### src/rtl/gpio_edge_pkg.sv
package gpio_edge_pkg;

   typedef enum logic [1:0] {
      BANK_NONE = 2'd0,
      BANK_POL  = 2'd1,
      BANK_ENA  = 2'd2,
      BANK_PEND = 2'd3
   } bank_sel_e;

   localparam int unsigned PAGE_FIELD_LSB = 6;
   localparam int unsigned PAGE_FIELD_W   = 2;

endpackage

### src/rtl/gpio_line_sync.sv
module gpio_line_sync #(
   parameter int unsigned WIDTH  = 48,
   parameter int unsigned STAGES = 2
) (
   input  logic             clk,
   input  logic             rst_n,
   input  logic [WIDTH-1:0] d_i,
   output logic [WIDTH-1:0] q_o
);

   if (STAGES < 2) begin : g_bad_stages
      $error("gpio_line_sync: STAGES must be at least 2");
   end
   if (WIDTH < 1) begin : g_bad_width
      $error("gpio_line_sync: WIDTH must be at least 1");
   end

   logic [WIDTH-1:0] stage_q [STAGES];

   for (genvar s = 0; s < STAGES; s++) begin : g_stage
      if (s == 0) begin : g_first
         always_ff @(posedge clk or negedge rst_n) begin
            if (!rst_n) stage_q[0] <= '0;
            else        stage_q[0] <= d_i;
         end
      end else begin : g_next
         always_ff @(posedge clk or negedge rst_n) begin
            if (!rst_n) stage_q[s] <= '0;
            else        stage_q[s] <= stage_q[s-1];
         end
      end
   end

   assign q_o = stage_q[STAGES-1];

endmodule

### src/rtl/gpio_out_port.sv
module gpio_out_port #(
   parameter int unsigned WIDTH = 8
) (
   input  logic             clk,
   input  logic             rst_n,
   input  logic             wr_en,
   input  logic [WIDTH-1:0] wr_data,
   output logic [WIDTH-1:0] drive_o
);

   if (WIDTH < 1) begin : g_bad_width
      $error("gpio_out_port: WIDTH must be at least 1");
   end

   logic [WIDTH-1:0] drive_q;

   always_ff @(posedge clk or negedge rst_n) begin
      if (!rst_n)     drive_q <= '0;
      else if (wr_en) drive_q <= wr_data;
   end

   assign drive_o = drive_q;

   assert_port_load_R1: assert property (@(posedge clk) disable iff (!rst_n)
      wr_en |=> (drive_o == $past(wr_data)));

endmodule

### src/rtl/gpio_irq_port.sv
module gpio_irq_port #(
   parameter int unsigned WIDTH = 8
) (
   input  logic             clk,
   input  logic             rst_n,
   input  logic [WIDTH-1:0] lvl_i,
   input  logic             pol_we,
   input  logic             ena_we,
   input  logic             ack_we,
   input  logic [WIDTH-1:0] wr_data,
   output logic [WIDTH-1:0] pol_o,
   output logic [WIDTH-1:0] ena_o,
   output logic [WIDTH-1:0] pend_o
);

   if (WIDTH < 1) begin : g_bad_width
      $error("gpio_irq_port: WIDTH must be at least 1");
   end

   logic [WIDTH-1:0] pol_q, ena_q, pend_q, prev_q;
   logic [WIDTH-1:0] rise, fall, hit, ack_mask;

   assign rise     = lvl_i & ~prev_q;
   assign fall     = ~lvl_i & prev_q;
   assign hit      = ((rise & pol_q) | (fall & ~pol_q)) & ena_q;
   assign ack_mask = ack_we ? wr_data : '0;

   always_ff @(posedge clk or negedge rst_n) begin
      if (!rst_n) begin
         pol_q  <= '0;
         ena_q  <= '0;
         pend_q <= '0;
         prev_q <= '0;
      end else begin
         prev_q <= lvl_i;
         pend_q <= (pend_q & ~ack_mask) | hit;
         if (pol_we) pol_q <= wr_data;
         if (ena_we) ena_q <= wr_data;
      end
   end

   assign pol_o  = pol_q;
   assign ena_o  = ena_q;
   assign pend_o = pend_q;

   // registers leave reset quiet
   assert_reset_quiet_R4: assert property (@(posedge clk)
      $rose(rst_n) |-> (pol_q == '0 && ena_q == '0 && pend_q == '0));

   // a newly set pending bit needs its enable on the prior cycle
   assert_masked_quiet_R6: assert property (@(posedge clk) disable iff (!rst_n)
      ((pend_q & ~$past(pend_q) & ~$past(ena_q)) == '0));

   assert_ack_clears_R7: assert property (@(posedge clk) disable iff (!rst_n)
      ack_we |=> ((pend_q & $past(wr_data) & ~$past(hit)) == '0));

   assert_edge_wins_R8: assert property (@(posedge clk) disable iff (!rst_n)
      (|hit) |=> ((pend_q & $past(hit)) == $past(hit)));

endmodule

### src/rtl/gpio_paged_edge_irq.sv
module gpio_paged_edge_irq
   import gpio_edge_pkg::*;
#(
   parameter int unsigned PORTS       = 6,
   parameter int unsigned IRQ_PORTS   = 3,
   parameter int unsigned PORT_W      = 8,
   parameter int unsigned ADDR_W      = 4,
   parameter int unsigned SYNC_STAGES = 2
) (
   input  logic                    clk,
   input  logic                    rst_n,
   input  logic [ADDR_W-1:0]       bus_addr,
   input  logic [PORT_W-1:0]       bus_wdata,
   input  logic                    bus_wr,
   input  logic                    bus_rd,
   output logic [PORT_W-1:0]       bus_rdata,
   input  logic [PORTS*PORT_W-1:0] pad_in,
   output logic [PORTS*PORT_W-1:0] pad_drive,
   output logic                    irq
);

   localparam int unsigned NLINES   = PORTS * PORT_W;
   localparam int unsigned NIRQ     = IRQ_PORTS * PORT_W;
   localparam int unsigned RO_OFS   = PORTS;
   localparam int unsigned LOCK_OFS = PORTS + 1;
   localparam int unsigned BANK_OFS = PORTS + 2;

   if (IRQ_PORTS < 1 || IRQ_PORTS > PORTS) begin : g_bad_irq_ports
      $error("gpio_paged_edge_irq: IRQ_PORTS must lie in 1..PORTS");
   end
   if (BANK_OFS + IRQ_PORTS > (1 << ADDR_W)) begin : g_bad_addr_w
      $error("gpio_paged_edge_irq: ADDR_W too narrow for the register window");
   end
   if (PORT_W < PAGE_FIELD_LSB + PAGE_FIELD_W) begin : g_bad_port_w
      $error("gpio_paged_edge_irq: PORT_W too narrow for the page field");
   end

   // ---------------- input synchronizer ----------------
   logic [NLINES-1:0] lvl;

   gpio_line_sync #(
      .WIDTH  (NLINES),
      .STAGES (SYNC_STAGES)
   ) u_sync (
      .clk   (clk),
      .rst_n (rst_n),
      .d_i   (pad_in),
      .q_o   (lvl)
   );

   // ---------------- page register ----------------
   bank_sel_e page_q;
   logic      page_we;

   assign page_we = bus_wr && (bus_addr == ADDR_W'(LOCK_OFS));

   always_ff @(posedge clk or negedge rst_n) begin
      if (!rst_n)       page_q <= BANK_NONE;
      else if (page_we) page_q <= bank_sel_e'(bus_wdata[PAGE_FIELD_LSB +: PAGE_FIELD_W]);
   end

   // ---------------- data ports ----------------
   for (genvar p = 0; p < PORTS; p++) begin : g_data
      logic we;
      assign we = bus_wr && (bus_addr == ADDR_W'(p));

      gpio_out_port #(
         .WIDTH (PORT_W)
      ) u_port (
         .clk     (clk),
         .rst_n   (rst_n),
         .wr_en   (we),
         .wr_data (bus_wdata),
         .drive_o (pad_drive[p*PORT_W +: PORT_W])
      );
   end

   // ---------------- interrupt-capable ports ----------------
   logic [PORT_W-1:0] pol_v  [IRQ_PORTS];
   logic [PORT_W-1:0] ena_v  [IRQ_PORTS];
   logic [PORT_W-1:0] pend_v [IRQ_PORTS];
   logic [NIRQ-1:0]   pend_all;
   logic [NIRQ-1:0]   cfg_pol_all;
   logic [NIRQ-1:0]   cfg_ena_all;
   logic [IRQ_PORTS-1:0] bank_addr_hit;

   for (genvar i = 0; i < IRQ_PORTS; i++) begin : g_irq
      logic sel;
      assign sel              = bus_wr && (bus_addr == ADDR_W'(BANK_OFS + i));
      assign bank_addr_hit[i] = (bus_addr == ADDR_W'(BANK_OFS + i));

      gpio_irq_port #(
         .WIDTH (PORT_W)
      ) u_irq (
         .clk     (clk),
         .rst_n   (rst_n),
         .lvl_i   (lvl[i*PORT_W +: PORT_W]),
         .pol_we  (sel && (page_q == BANK_POL)),
         .ena_we  (sel && (page_q == BANK_ENA)),
         .ack_we  (sel && (page_q == BANK_PEND)),
         .wr_data (bus_wdata),
         .pol_o   (pol_v[i]),
         .ena_o   (ena_v[i]),
         .pend_o  (pend_v[i])
      );

      assign pend_all[i*PORT_W +: PORT_W]    = pend_v[i];
      assign cfg_pol_all[i*PORT_W +: PORT_W] = pol_v[i];
      assign cfg_ena_all[i*PORT_W +: PORT_W] = ena_v[i];
   end

   assign irq = |pend_all;

   // ---------------- read path ----------------
   logic [PORT_W-1:0] rd_mux;

   always_comb begin
      rd_mux = '0;
      for (int p = 0; p < PORTS; p++) begin
         if (bus_addr == ADDR_W'(p)) rd_mux = lvl[p*PORT_W +: PORT_W];
      end
      if (bus_addr == ADDR_W'(LOCK_OFS)) begin
         rd_mux[PAGE_FIELD_LSB +: PAGE_FIELD_W] = page_q;
      end
      for (int i = 0; i < IRQ_PORTS; i++) begin
         if (bank_addr_hit[i]) begin
            case (page_q)
               BANK_POL:  rd_mux = pol_v[i];
               BANK_ENA:  rd_mux = ena_v[i];
               BANK_PEND: rd_mux = pend_v[i];
               default:   rd_mux = '0;
            endcase
         end
      end
   end

   assign bus_rdata = bus_rd ? rd_mux : '0;

   // ---------------- assertions ----------------
   assert_ro_write_ignored_R11: assert property (@(posedge clk) disable iff (!rst_n)
      (bus_wr && bus_addr == ADDR_W'(RO_OFS)) |=> $stable(pad_drive));

   assert_page_update_R3: assert property (@(posedge clk) disable iff (!rst_n)
      page_we |=> (2'(page_q) == $past(bus_wdata[PAGE_FIELD_LSB +: PAGE_FIELD_W])));

   assert_page_none_ignored_R12: assert property (@(posedge clk) disable iff (!rst_n)
      (bus_wr && page_q == BANK_NONE && (|bank_addr_hit))
         |=> $stable({cfg_pol_all, cfg_ena_all}));

   assert_irq_held_R9: assert property (@(posedge clk) disable iff (!rst_n)
      $fell(irq) |-> $past(bus_wr && page_q == BANK_PEND && (|bank_addr_hit)));

endmodule

### config.mk
export PLATFORM = sky130hd
export DESIGN_NAME = gpio_paged_edge_irq
export DESIGN_NICKNAME = d
export VERILOG_FILES = /design/src/rtl/gpio_edge_pkg.sv /design/src/rtl/gpio_line_sync.sv /design/src/rtl/gpio_out_port.sv /design/src/rtl/gpio_irq_port.sv /design/src/rtl/gpio_paged_edge_irq.sv
export SDC_FILE = /design/constraint.sdc
export NUM_CORES = 1
export LEC_CHECK = 0
export ABC_AREA = 1
export BUFFER_PORTS_ARGS = -buffer_cell sky130_fd_sc_hd__buf_2
export CAP_MARGIN = 20
export CORE_UTILIZATION = 40
export CTS_CLUSTER_DIAMETER = 30
export DETAILED_ROUTE_END_ITERATION = 16
export PLACE_DENSITY_LB_ADDON = 0.1
export SLEW_MARGIN = 20
export SYNTH_ARGS = -nofsm -noshare
export SYNTH_HDL_FRONTEND = slang
export SYNTH_SLANG_ARGS = --single-unit
### constraint.sdc
create_clock -name clk -period 3.4 [get_ports clk]
set_input_delay 0.68 -clock clk [delete_from_list [all_inputs] [get_ports clk]]
set_output_delay 0.68 -clock clk [all_outputs]
set_load 0.02 [all_outputs]
# After elaboration in Yosys (flattened, before gate mapping)
# Index checks and enable logic that the tools add are counted.
[word_totals] register_bits=242 in_bits=64 out_inout_bits=57
[classes] n_eq_ne=12 muxes=17 bitwise=36 reduce_logical=21
[ops] cell="$and 8x8->8" count=18
[ops] cell="$mux 8" count=13
[ops] cell="$not 8->8" count=12
[ops] cell="$pmux 8 s3" count=3
[ops] cell="$or 8x8->8" count=6
[ops] cell="$reduce_or 24->1" count=1
[ops] cell="$logic_and 1x1->1" count=19
[ops] cell="$eq 4x3->1 const B" count=3
[ops] cell="$eq 4x4->1 const B" count=3
[ops] cell="$eq 4x2->1 const B" count=2
[ops] cell="$eq 2x2->1 const B" count=2
[ops] cell="$eq 4x1->1 const B" count=1
[ops] cell="$logic_not 4->1" count=1
[ops] cell="$eq 2x1->1 const B" count=1
[ops] cell="$mux 2" count=1

# Logic depth before layout (Yosys ltp)
# Gate-level depths: netlist (run 1).
[depth] depth_word=12 depth_mapped=10 depth_no_buf=10

# Hierarchy
# A second synthesis (run 1) with hierarchy kept.
[unflattened] cells_unflattened=1079 hier_area_um2=10005.8
[by_module_without_submodules] mod="gpio_irq_port" instances=3 cells_per_inst=147 area_per_inst_um2=1355.0 seq_area_each_um2=800.8
[by_module_without_submodules] mod="gpio_line_sync" instances=1 cells_per_inst=144 area_per_inst_um2=2762.6 seq_area_each_um2=2402.3
[by_module_without_submodules] mod="gpio_out_port" instances=6 cells_per_inst=34 area_per_inst_um2=305.3 seq_area_each_um2=200.2
[by_module_without_submodules] mod="gpio_paged_edge_irq" instances=1 cells_per_inst=290 area_per_inst_um2=1346.3 seq_area_each_um2=50.0

# Worst setup path before layout (run 1)
# No wires, ideal clock.
[synth_path] kind="input to output" startpoint="input port bus_addr[2]" endpoint="output port bus_rdata[5]" t_arrival_ns=1.773 required_ns=2.720 setup_slack_ns=0.947 cell_stages=8 cell_sequence="inv_2 -> nand2_1 -> nor2_4 -> buf_4 -> a21oi_1 -> nand4_1 -> nand2_1 -> a21oi_1"
[synth_between] elab_chain_len=11 elab_cells_between_ends=19
[synth_lines] element="from (decl)" line_no="gpio_paged_edge_irq.sv:12" text="input logic [ADDR_W-1:0] bus_addr,"
[synth_lines] element="$logic_not 4->1" line_no="gpio_paged_edge_irq.sv:120" text="if (bus_addr == ADDR_W'(p)) rd_mux = lvl[p*PORT_W +: PORT_W];"
[synth_lines] element="$mux 8 (6 in a row)" line_no="gpio_paged_edge_irq.sv:120"
[synth_lines] element="$mux 8 (2 in a row)" line_no="gpio_paged_edge_irq.sv:126" text="if (bank_addr_hit[i]) begin"
[synth_lines] element="$mux 8 *" line_no="gpio_paged_edge_irq.sv:126"
[synth_lines] element="$mux 8 *" line_no="gpio_paged_edge_irq.sv:137" text="assign bus_rdata = bus_rd ? rd_mux : '0;"
[synth_lines] element="to (decl)" line_no="gpio_paged_edge_irq.sv:16" text="output logic [PORT_W-1:0] bus_rdata,"
# Mark *: on every way between the ends. The rest lies on a longest branch, timed or not.

# Final worst setup path (run 1)
[layout_path] startpoint="register page_q[0]" endpoint="output port bus_rdata[1]"
[layout_between] elab_chain_len=6 elab_cells_between_ends=10
[layout_lines] element="from (decl)" line_no="gpio_paged_edge_irq.sv:52" text="bank_sel_e page_q;"
[layout_lines] element="from (signal assigned)" line_no="gpio_paged_edge_irq.sv:59" text="else if (page_we) page_q <= bank_sel_e'(bus_wdata[PAGE_FIELD_LSB +: PAGE_FIELD_W]);"
[layout_lines] element="$eq 2x2->1 / $eq 2x1->1 (equally long branches)" line_no="gpio_paged_edge_irq.sv:127" text="case (page_q)"
[layout_lines] element="$pmux 8 s3" line_no="gpio_paged_edge_irq.sv:127"
[layout_lines] element="$mux 8 (2 in a row)" line_no="gpio_paged_edge_irq.sv:126"
[layout_lines] element="$mux 8 *" line_no="gpio_paged_edge_irq.sv:126"
[layout_lines] element="$mux 8 *" line_no="gpio_paged_edge_irq.sv:137"
# Marked as above.

==> flow_summary.ini, run 1 <==
[run_status]
outcome = finished clean

[layout]
nNetsFinal = 1127
drive_gt1_frac = 0.241
final_cells = 1394
areaGrowthSynthToFinish_pct = 30.1

[placed_design]
hpwl_mm = 16.5
dpl.cell_count = 1291
finalWeightedCongestion = 0.867
port-buffer-count = 120

[sta]
min_period_ps = 3150
slew_viol_final = 0
hold_violations = 0
max_freq_mhz = 317
setup_viol = 0
period_share = 0.928
rsz0062_at_grt = false
skew_ps = 14.2
tightestPinTransition_ps = 825
slew_headroom = 0.450
fin_tns_setup_ps = 0

[synthesis]
yosys_register_bits = 242
synthCells = 909
ys_warn_count = 0
synth_fp_nets = 973
yosysUniqueCellTypes = 31
avgSynthCellArea_sq_um = 10.1
synth_area_leaders = dfrtp_1, nand2_1, o21ai_1
syn-cell-area_sq_mm = 0.00920
ys_seq_area_frac = 0.658
synth_top_area_frac = 0.658
synth_top_cell_by_area = dfrtp_1

[setup_path]
critPathArrivalTime_ps = 2470
cp_slowest_cell = dfrtp_1
worst_path_largest_cell_delay_ps = 500
required_ps = 2720
path_delay_family = buffers and inverters
cp_common_cell = nand2_1
path_class = reg2out
path_buf_inv = 3
startpoint_type = register
cp_cell_sequence = nand2_1 -> inv_2 -> buf_4 -> nand2_1 -> o211ai_1 -> nand2_1 -> nand2_1 -> nor2_1 -> nor2_1 -> buf_2
cp_max_fo = 23
end_kind = output pin

[cts]
htreeDepth = 2
cts_max_path_buffers = 3
cts.sinks = 242
cts_tree = built
clockRootBuffer = clkbuf_16
hold_buffers = 0
insertion_delay_ps = 550
path_clk_slew_ps = 50
cts_buffers = 55

[routing]
dr_wl_met3_mm = 1.34
dr_wl_met2_mm = 11.4
drt_first_pass_iters = 7
top_layer = met4
vias_per_cell = 5.03
vias = 7007
drc = 0
ant_nets = 0
avgRoutedWirePerCell_microns = 17.7
drt_iter0_markers = 545
totalWireLength_mm = 24.7
wl_met1_mm = 11.3

[floorplanning]
start_util = 0.408
core-area_sq_mm = 0.0226
fp.dieH_microns = 154
die_area_sq_mm = 0.0236
die_w_microns = 154
std_cell_rows = 55
io_pins = 121

[grt]
track_usage = 0.218
overflow = 0
grt_pass1_vias = 7048
antenna_found_initial = 1
grt_max_degree = 90
grt_pass1_wl_mm = 39.1

[run]
drv_cap = 0

[worst_hold_path]
hold_class = in2async

[power_and_ir_drop]
p_leak_nw = 5.57
ir_worst_vdd_mv = 0.402
power_density_mw_per_mm2 = 793
final timing paths:
kind                                     from                     endpoint  slack, ps  cells past startpoint
max in group asynchronous               rst_n  g_data[1].u_port.drive_o[7]       2390                      2
setup / recovery                    page_q[0]                 bus_rdata[1]        250                     10
hold / removal                          rst_n           u_sync.stage_q[57]        120                      1
setup reg to reg                    page_q[1]      g_irq[1].u_irq.pol_o[1]       1530                      6
min in group clk                   pad_in[14]           u_sync.stage_q[62]        230                      1
hold reg to reg            u_sync.stage_q[52]                u_sync.q_o[4]        340                      0
per-layer routing:
layer	vias up	track usage
li1	3330	-
met1	3409	0.302
met2	223	0.335
met3	45	0.0431
met4	0	0.0967
met5	-	0
cell usage in the layout, fill, tap and decap left out, drive strengths merged, types with 6 or more instances in the layout:
| cell | count |
|---|---|
| clkbuf | 66 |
| o21ai | 149 |
| nor2 | 42 |
| nand3 | 45 |
| buf | 128 |
| nand2 | 278 |
| clkinv | 15 |
| a21oi | 22 |
| inv | 60 |
| nand3b | 18 |
| dfrtp | 242 |
| nand4 | 14 |
| clkinvlp | 10 |
| nor4 | 6 |
synthesized netlist by cell type:
master / number
o21ai_0: 69
nor2_8: 2
nand3_4: 3
nor3_1: 1
o31ai_1: 1
o21ai_1: 80
nand4_1: 14
clkbuf_2: 1
nor2_1: 31
nand2_4: 1
a41oi_1: 1
nand3b_1: 18
o211ai_1: 4
a21oi_1: 22
nor3b_1: 1
buf_4: 1
clkbuf_1: 10
clkinv_2: 1
or2_0: 1
nor4_1: 6
nor2_2: 2
nand2_2: 9
buf_2: 19
nand3_1: 36
o21a_1: 1
inv_2: 9
dfrtp_1: 242
inv_1: 42
nand2_1: 268
nand3_2: 6
nor2_4: 7
through the flow:
| stage | hold slack [ps] | setup WS (ps) | total power [mW] | utilization | cell area (sq um) |
|---|---|---|---|---|---|
| floorplan | 331 | 947 | 3.98 | - | 9200 |
| global placement | 333 | 588 | 4.40 | 0.448 | 10100 |
| detailed placement | 335 | 592 | 4.41 | 0.448 | 10100 |
| CTS | 158 | 130 | 9.59 | 0.530 | 12000 |
| global route | 178 | 21.1 | 9.88 | 0.530 | 12000 |
| finish | 123 | 245 | 9.49 | 0.530 | 12000 |
cell families (layout without fill, tap and decap cells):
| family | count (synthesis) | count (layout) | synth area share |
|---|---|---|---|
| buffers and inverters | 83 | 282 | 0.0371 |
| AOI/OAI and AO/OA | 178 | 178 | 0.0989 |
| DFF | 242 | 242 | 0.658 |
| other | 0 | 1 | 0 |
| and+or+nand+nor | 406 | 406 | 0.206 |
power breakdown:
group,switching [mW],leakage [nW],internal [mW]
registers,0.218,2.90,3.20
clock network,1.69,0.894,3.43
logic,0.635,1.78,0.322
total,2.55,5.57,6.94
state kept, by name (all words and copies together) (netlist names):
| signal | cells |
|---|---|
| g_irq.u_irq.pol_o | 24 |
| u_sync.q_o | 48 |
| g_irq.u_irq.pend_o | 24 |
| u_sync.stage_q | 48 |
| g_data.u_port.drive_o | 48 |
| g_irq.u_irq.ena_o | 24 |
| page_q | 2 |
| g_irq.u_irq.prev_q | 24 |
final cells by class:
cell class	count	area [sq um]
inverters	52	199
fillers	2095	10600
clock buffers	66	1520
diodes	1	2.50
flip-flops and latches	242	6060
clock inverters	36	333
repair buffers	128	696
multi-input cells	584	2800
well taps	285	357
timing repair:
item / 4_1_cts / 5_1_grt
setup endpoints to repair: 0 / 3
hold endpoints to repair: 0 / 0
buffers inserted: 0 / 0
resized for setup: 0 / 2
(Power assumes the default switching activity.)
==> run 2: changes to the inputs <==
Settings changed: CORE_ASPECT_RATIO from default to 0.8.
==> flow_summary.ini, run 2 (synthesis gave the netlist of run 1 again) <==
[sta]
setup_viol = 0
fin_tns_setup_ps = 0
hold_violations = 0
skew_ps = 18.7
max_freq_mhz = 316
min_period_ps = 3160
slew_viol_final = 0
tightestPinTransition_ps = 888
slew_headroom = 0.408
period_share = 0.931
rsz0062_at_grt = false

[setup_path]
end_kind = output pin
crit_cells = 9
cp_cell_sequence = inv_2 -> nand2_1 -> inv_2 -> buf_4 -> nand2_1 -> nand3_1 -> o21ai_0 -> nor2_1 -> buf_2
path_delay_family = buffers and inverters
setup.worst_path.end = bus_rdata[4]
r2r-end = g_irq[0].u_irq.pol_o[0]
reg2reg_slack_ps = 1470
r2r_start = page_q[1]
crit_start = page_q[1]
required_ps = 2720
cp_max_fo = 12
critPathArrivalTime_ps = 2480
worst_path_largest_cell_delay_ps = 450
path_buf_inv = 4
cp_slowest_cell = dfrtp_1
r2r_cells = 7
path_class = reg2out
startpoint_type = register

[layout]
diodes = 0
mostFrequentLayoutCells = nand2_1, dfrtp_1, buf_2
final_common_cell = nand2_1
areaGrowthSynthToFinish_pct = 26.5
postLayoutCoreUtil = 0.517
nNetsFinal = 1116
final_cells = 1391
drive_gt1_frac = 0.226

[worst_hold_path]
hold_class = in2async

[grt]
grt_pass1_wl_mm = 38.3
track_usage = 0.218
grt_pass1_vias = 6784
grt_max_degree = 95
overflow = 0
antenna_found_initial = 0

[power_and_ir_drop]
p_leak_nw = 5.40
total_power_mw = 8.69
power_density_mw_per_mm2 = 747
ir_worst_vdd_mv = 0.495

[routing]
drt_first_pass_iters = 5
vias_per_cell = 4.96
drc = 0
totalWireLength_mm = 24.5
ant_nets = 0
drt_iter0_markers = 668
avgRoutedWirePerCell_microns = 17.6
vias = 6900

[cts]
cts_repair_resize_count = 0
clockRootBuffer = clkbuf_16
path_clk_slew_ps = 50
cts_setup_buffers = 0
cts_buffers = 43
cts_max_path_buffers = 3
htreeDepth = 2
hold_buffers = 0
insertion_delay_ps = 510
cts_tree = built
cts.sinks = 242

[placed_design]
finalWeightedCongestion = 0.858
port-buffer-count = 120
hpwl_mm = 16.7
dpl.cell_count = 1313

[floorplanning]
std_cell_rows = 49
fp.dieH_microns = 138
io_pins = 121
die_w_microns = 172
die_area_sq_mm = 0.0236
core-area_sq_mm = 0.0225
start_util = 0.409

[run]
drv_cap = 0

[run_status]
outcome = finished clean
run 2: how the worst min path moves through the flow:
stage,startpoint,end,slack [ps],cells after the start
after CTS,rst_n,g_irq[0].u_irq.pol_o[5],240,1
after global routing,pad_in[47],u_sync.stage_q[95],250,1
after global placement,u_sync.stage_q[73],u_sync.q_o[25],330,0
after floorplan,u_sync.stage_q[48],u_sync.q_o[0],330,0
final,rst_n,u_sync.stage_q[56],210,1
after detailed placement,u_sync.stage_q[51],u_sync.q_o[3],340,0
run 2: area by class of cell:
class / count / area, sq um
fill: 2104 / 10900
clock inverter: 28 / 319
inverter: 52 / 196
sequential: 242 / 6060
tap: 306 / 383
multi-input combinational: 584 / 2800
timing repair buffer: 129 / 703
clock buffer: 50 / 1170
run 2: layer usage:
layer / track usage / up-vias / wire length (microns)
met5: 0 / - / 0
met4: 0.0635 / 0 / 425
met3: 0.0534 / 32 / 1650
met2: 0.326 / 199 / 10900
met1: 0.313 / 3376 / 11500
li1: - / 3293 / -
run 2: power breakdown:
group / leakage [nW] / switching (mW) / internal, mW
registers: 2.90 / 0.218 / 3.19
clock network: 0.718 / 1.49 / 2.82
logic: 1.78 / 0.636 / 0.327
total: 5.40 / 2.34 / 6.34
run 2: stage by stage:
step | hold slack [ps] | area [sq um] | setup WS [ps]
2_1_floorplan | 331 | 9200 | 947
5_1_grt | 246 | 11600 | 101
6_report | 214 | 11600 | 236
4_1_cts | 237 | 11600 | 240
3_5_place_dp | 336 | 10100 | 623
3_3_place_gp | 332 | 10100 | 625
==> run 3: changes to the inputs <==
Settings changed: MAX_ROUTING_LAYER from default to met4, SYNTH_HIERARCHICAL from default to 1.
==> flow_summary.ini, run 3 <==
[routing]
drc = 0
vias_per_cell = 4.72
drt_iter0_markers = 611
avgRoutedWirePerCell_microns = 16.3
totalWireLength_mm = 25.3
vias = 7327
drt_first_pass_iters = 7
ant_nets = 0

[setup_path]
reg2reg_slack_ps = 1480
path_delay_family = buffers and inverters
critPathArrivalTime_ps = 2520
r2r_cells = 7
worst_path_largest_cell_delay_ps = 470
r2r_start = page_q[1]
required_ps = 2720
cp_cell_sequence = nand2_1 -> inv_2 -> buf_4 -> nand2_1 -> nand3_1 -> nand2_1 -> nand4_1 -> nor2_1 -> nor2_1 -> buf_2
r2r-end = g_irq[2].u_irq/ena_o[7]
cp_slowest_cell = dfrtp_1
path_class = reg2out
path_buf_inv = 3
startpoint_type = register
cp_max_fo = 17
cp_common_cell = nand2_1
end_kind = output pin

[grt]
grt_busiest_layer = met1
overflow = 0
grt_max_degree = 82
antenna_found_initial = 0
grt_use_met2 = 0.296
use_met3 = 0.0452
grtUsageMet1 = 0.311
grt_pass1_vias = 7178
track_usage = 0.214
grt_pass1_wl_mm = 39.9

[run_status]
outcome = finished clean

[power_and_ir_drop]
ir_worst_vdd_mv = 0.410
power_density_mw_per_mm2 = 788
total_power_mw = 9.70
p_leak_nw = 6.38

[sta]
whs_ps = 158
tightestPinTransition_ps = 670
rsz0062_at_grt = false
skew_ps = 17.4
hold_violations = 0
slew_headroom = 0.552
slew_viol_final = 0
max_freq_mhz = 313
min_period_ps = 3200
setup_viol = 0
period_share = 0.941
fin_tns_setup_ps = 0

[placed_design]
hpwl_mm = 16.9
port-buffer-count = 120
finalWeightedCongestion = 0.889
post_dp_cell_area_sq_mm = 0.0107
dpl.cell_count = 1468

[synthesis]
synth_fp_nets = 1143
syn-cell-area_sq_mm = 0.0100
synthFlopType = dfrtp_1
synth_top_family_by_area = simple AND/OR/NAND/NOR gates
synthAdderAreaFrac = 0
yosys.area_share.simple = 0.245
synth_edf_count = 0
synthCells = 1079
synth_area_leaders = dfrtp_1, nand2_1, buf_4
yosysMostFrequentCell = nand2_1
synthArstFlopShare = 1.00
avgSynthCellArea_sq_um = 9.27
synth_top_area_frac = 0.605
synth_compound_area_frac = 0.0245
synth_mux_area_frac = 0.0360
yosys_register_bits = 242
yosysUniqueCellTypes = 26
synth-xor-area-share = 0
synth_commonest_cells = nand2_1, dfrtp_1, inv_1
ys_warn_count = 6
synth_top_cell_by_area = dfrtp_1
ys_seq_area_frac = 0.605

[cts]
htreeDepth = 2
cts_repair_resize_count = 0
cts_tree = built
cts_max_path_buffers = 3
clockRootBuffer = clkbuf_16
insertion_delay_ps = 540
hold_buffers = 0
cts.sinks = 242
cts_buffers = 47
path_clk_slew_ps = 50
cts_setup_buffers = 0

[layout]
areaGrowthSynthToFinish_pct = 23.0
seqCellArea_sq_mm = 0.00606
diodes = 0
multi_input_area_sq_mm = 0.00305
nNetsFinal = 1263
final_cells = 1553
postLayoutCellArea_sq_mm = 0.0123
fillCellCount = 2296
final_common_cell = nand2_1
mostFrequentLayoutCells = nand2_1, dfrtp_1, buf_2
drive_gt1_frac = 0.223

[worst_hold_path]
hold_class = in2async

[floorplanning]
std_cell_rows = 51
io_pins = 121
die_area_sq_mm = 0.0257
core-area_sq_mm = 0.0244
fp.dieH_microns = 143
die_w_microns = 179
start_util = 0.409

[run]
drv_cap = 0
## run 3: cell types whose count changed in the layout (fill, tap and decap cells not counted), sizes merged, moves of 10 or more
cell	previous run	this run
nand3	45	55
mux2	0	24
buf	129	141
o21ai	149	30
inv	61	103
nand2	278	474
nand3b	18	1
## run 3: metal layers
metal  wire length [microns]  vias to the layer above
met1                   12700                     3537
met4                     418                        0
met5                       0                        -
met2                   10700                      188
met3                    1530                       37
li1                        -                     3565
## run 3: final cells by class
| type | count | area share |
|---|---|---|
| Sequential cell | 242 | 0.492 |
| Multi-Input combinational cell | 671 | 0.248 |
| Clock buffer | 58 | 0.106 |
| Timing Repair Buffer | 141 | 0.0645 |
| Tap cell | 318 | 0.0323 |
| Inverter | 96 | 0.0293 |
| Clock inverter | 27 | 0.0272 |
## run 3: cells by family (layout without fill, tap and decap cells)
| logic type | count (synthesis) | count (layout) |
|---|---|---|
| AO/OA/AOI/OAI | 47 | 47 |
| buffers and inverters | 166 | 322 |
| AND/OR/NAND/NOR | 600 | 600 |
| flip-flops | 242 | 242 |
| multiplexers | 24 | 24 |
## run 3: worst max-delay path by stage
stage	slack, ps	startpoint	to	depth (start not counted)
after global routing	50	page_q[0]	bus_rdata[0]	10
final	200	page_q[0]	bus_rdata[0]	10
after global placement	550	bus_addr[3]	bus_rdata[0]	10
after detailed placement	500	bus_addr[1]	bus_rdata[6]	11
after CTS	150	page_q[0]	bus_rdata[0]	10
after floorplan	1060	bus_addr[3]	bus_rdata[6]	11
## run 3: power breakdown
part           total, mW  switching, mW  internal [mW]
sequential          3.69          0.344           3.35
combinational       1.30          0.816          0.487
clock               4.71           1.52           3.19
## run 3: stage by stage
stage                util  worst slack, ps
finish              0.503              202
global route        0.503             51.2
CTS                 0.503              148
detailed placement  0.436              496
global placement    0.436              547
floorplan               -             1060
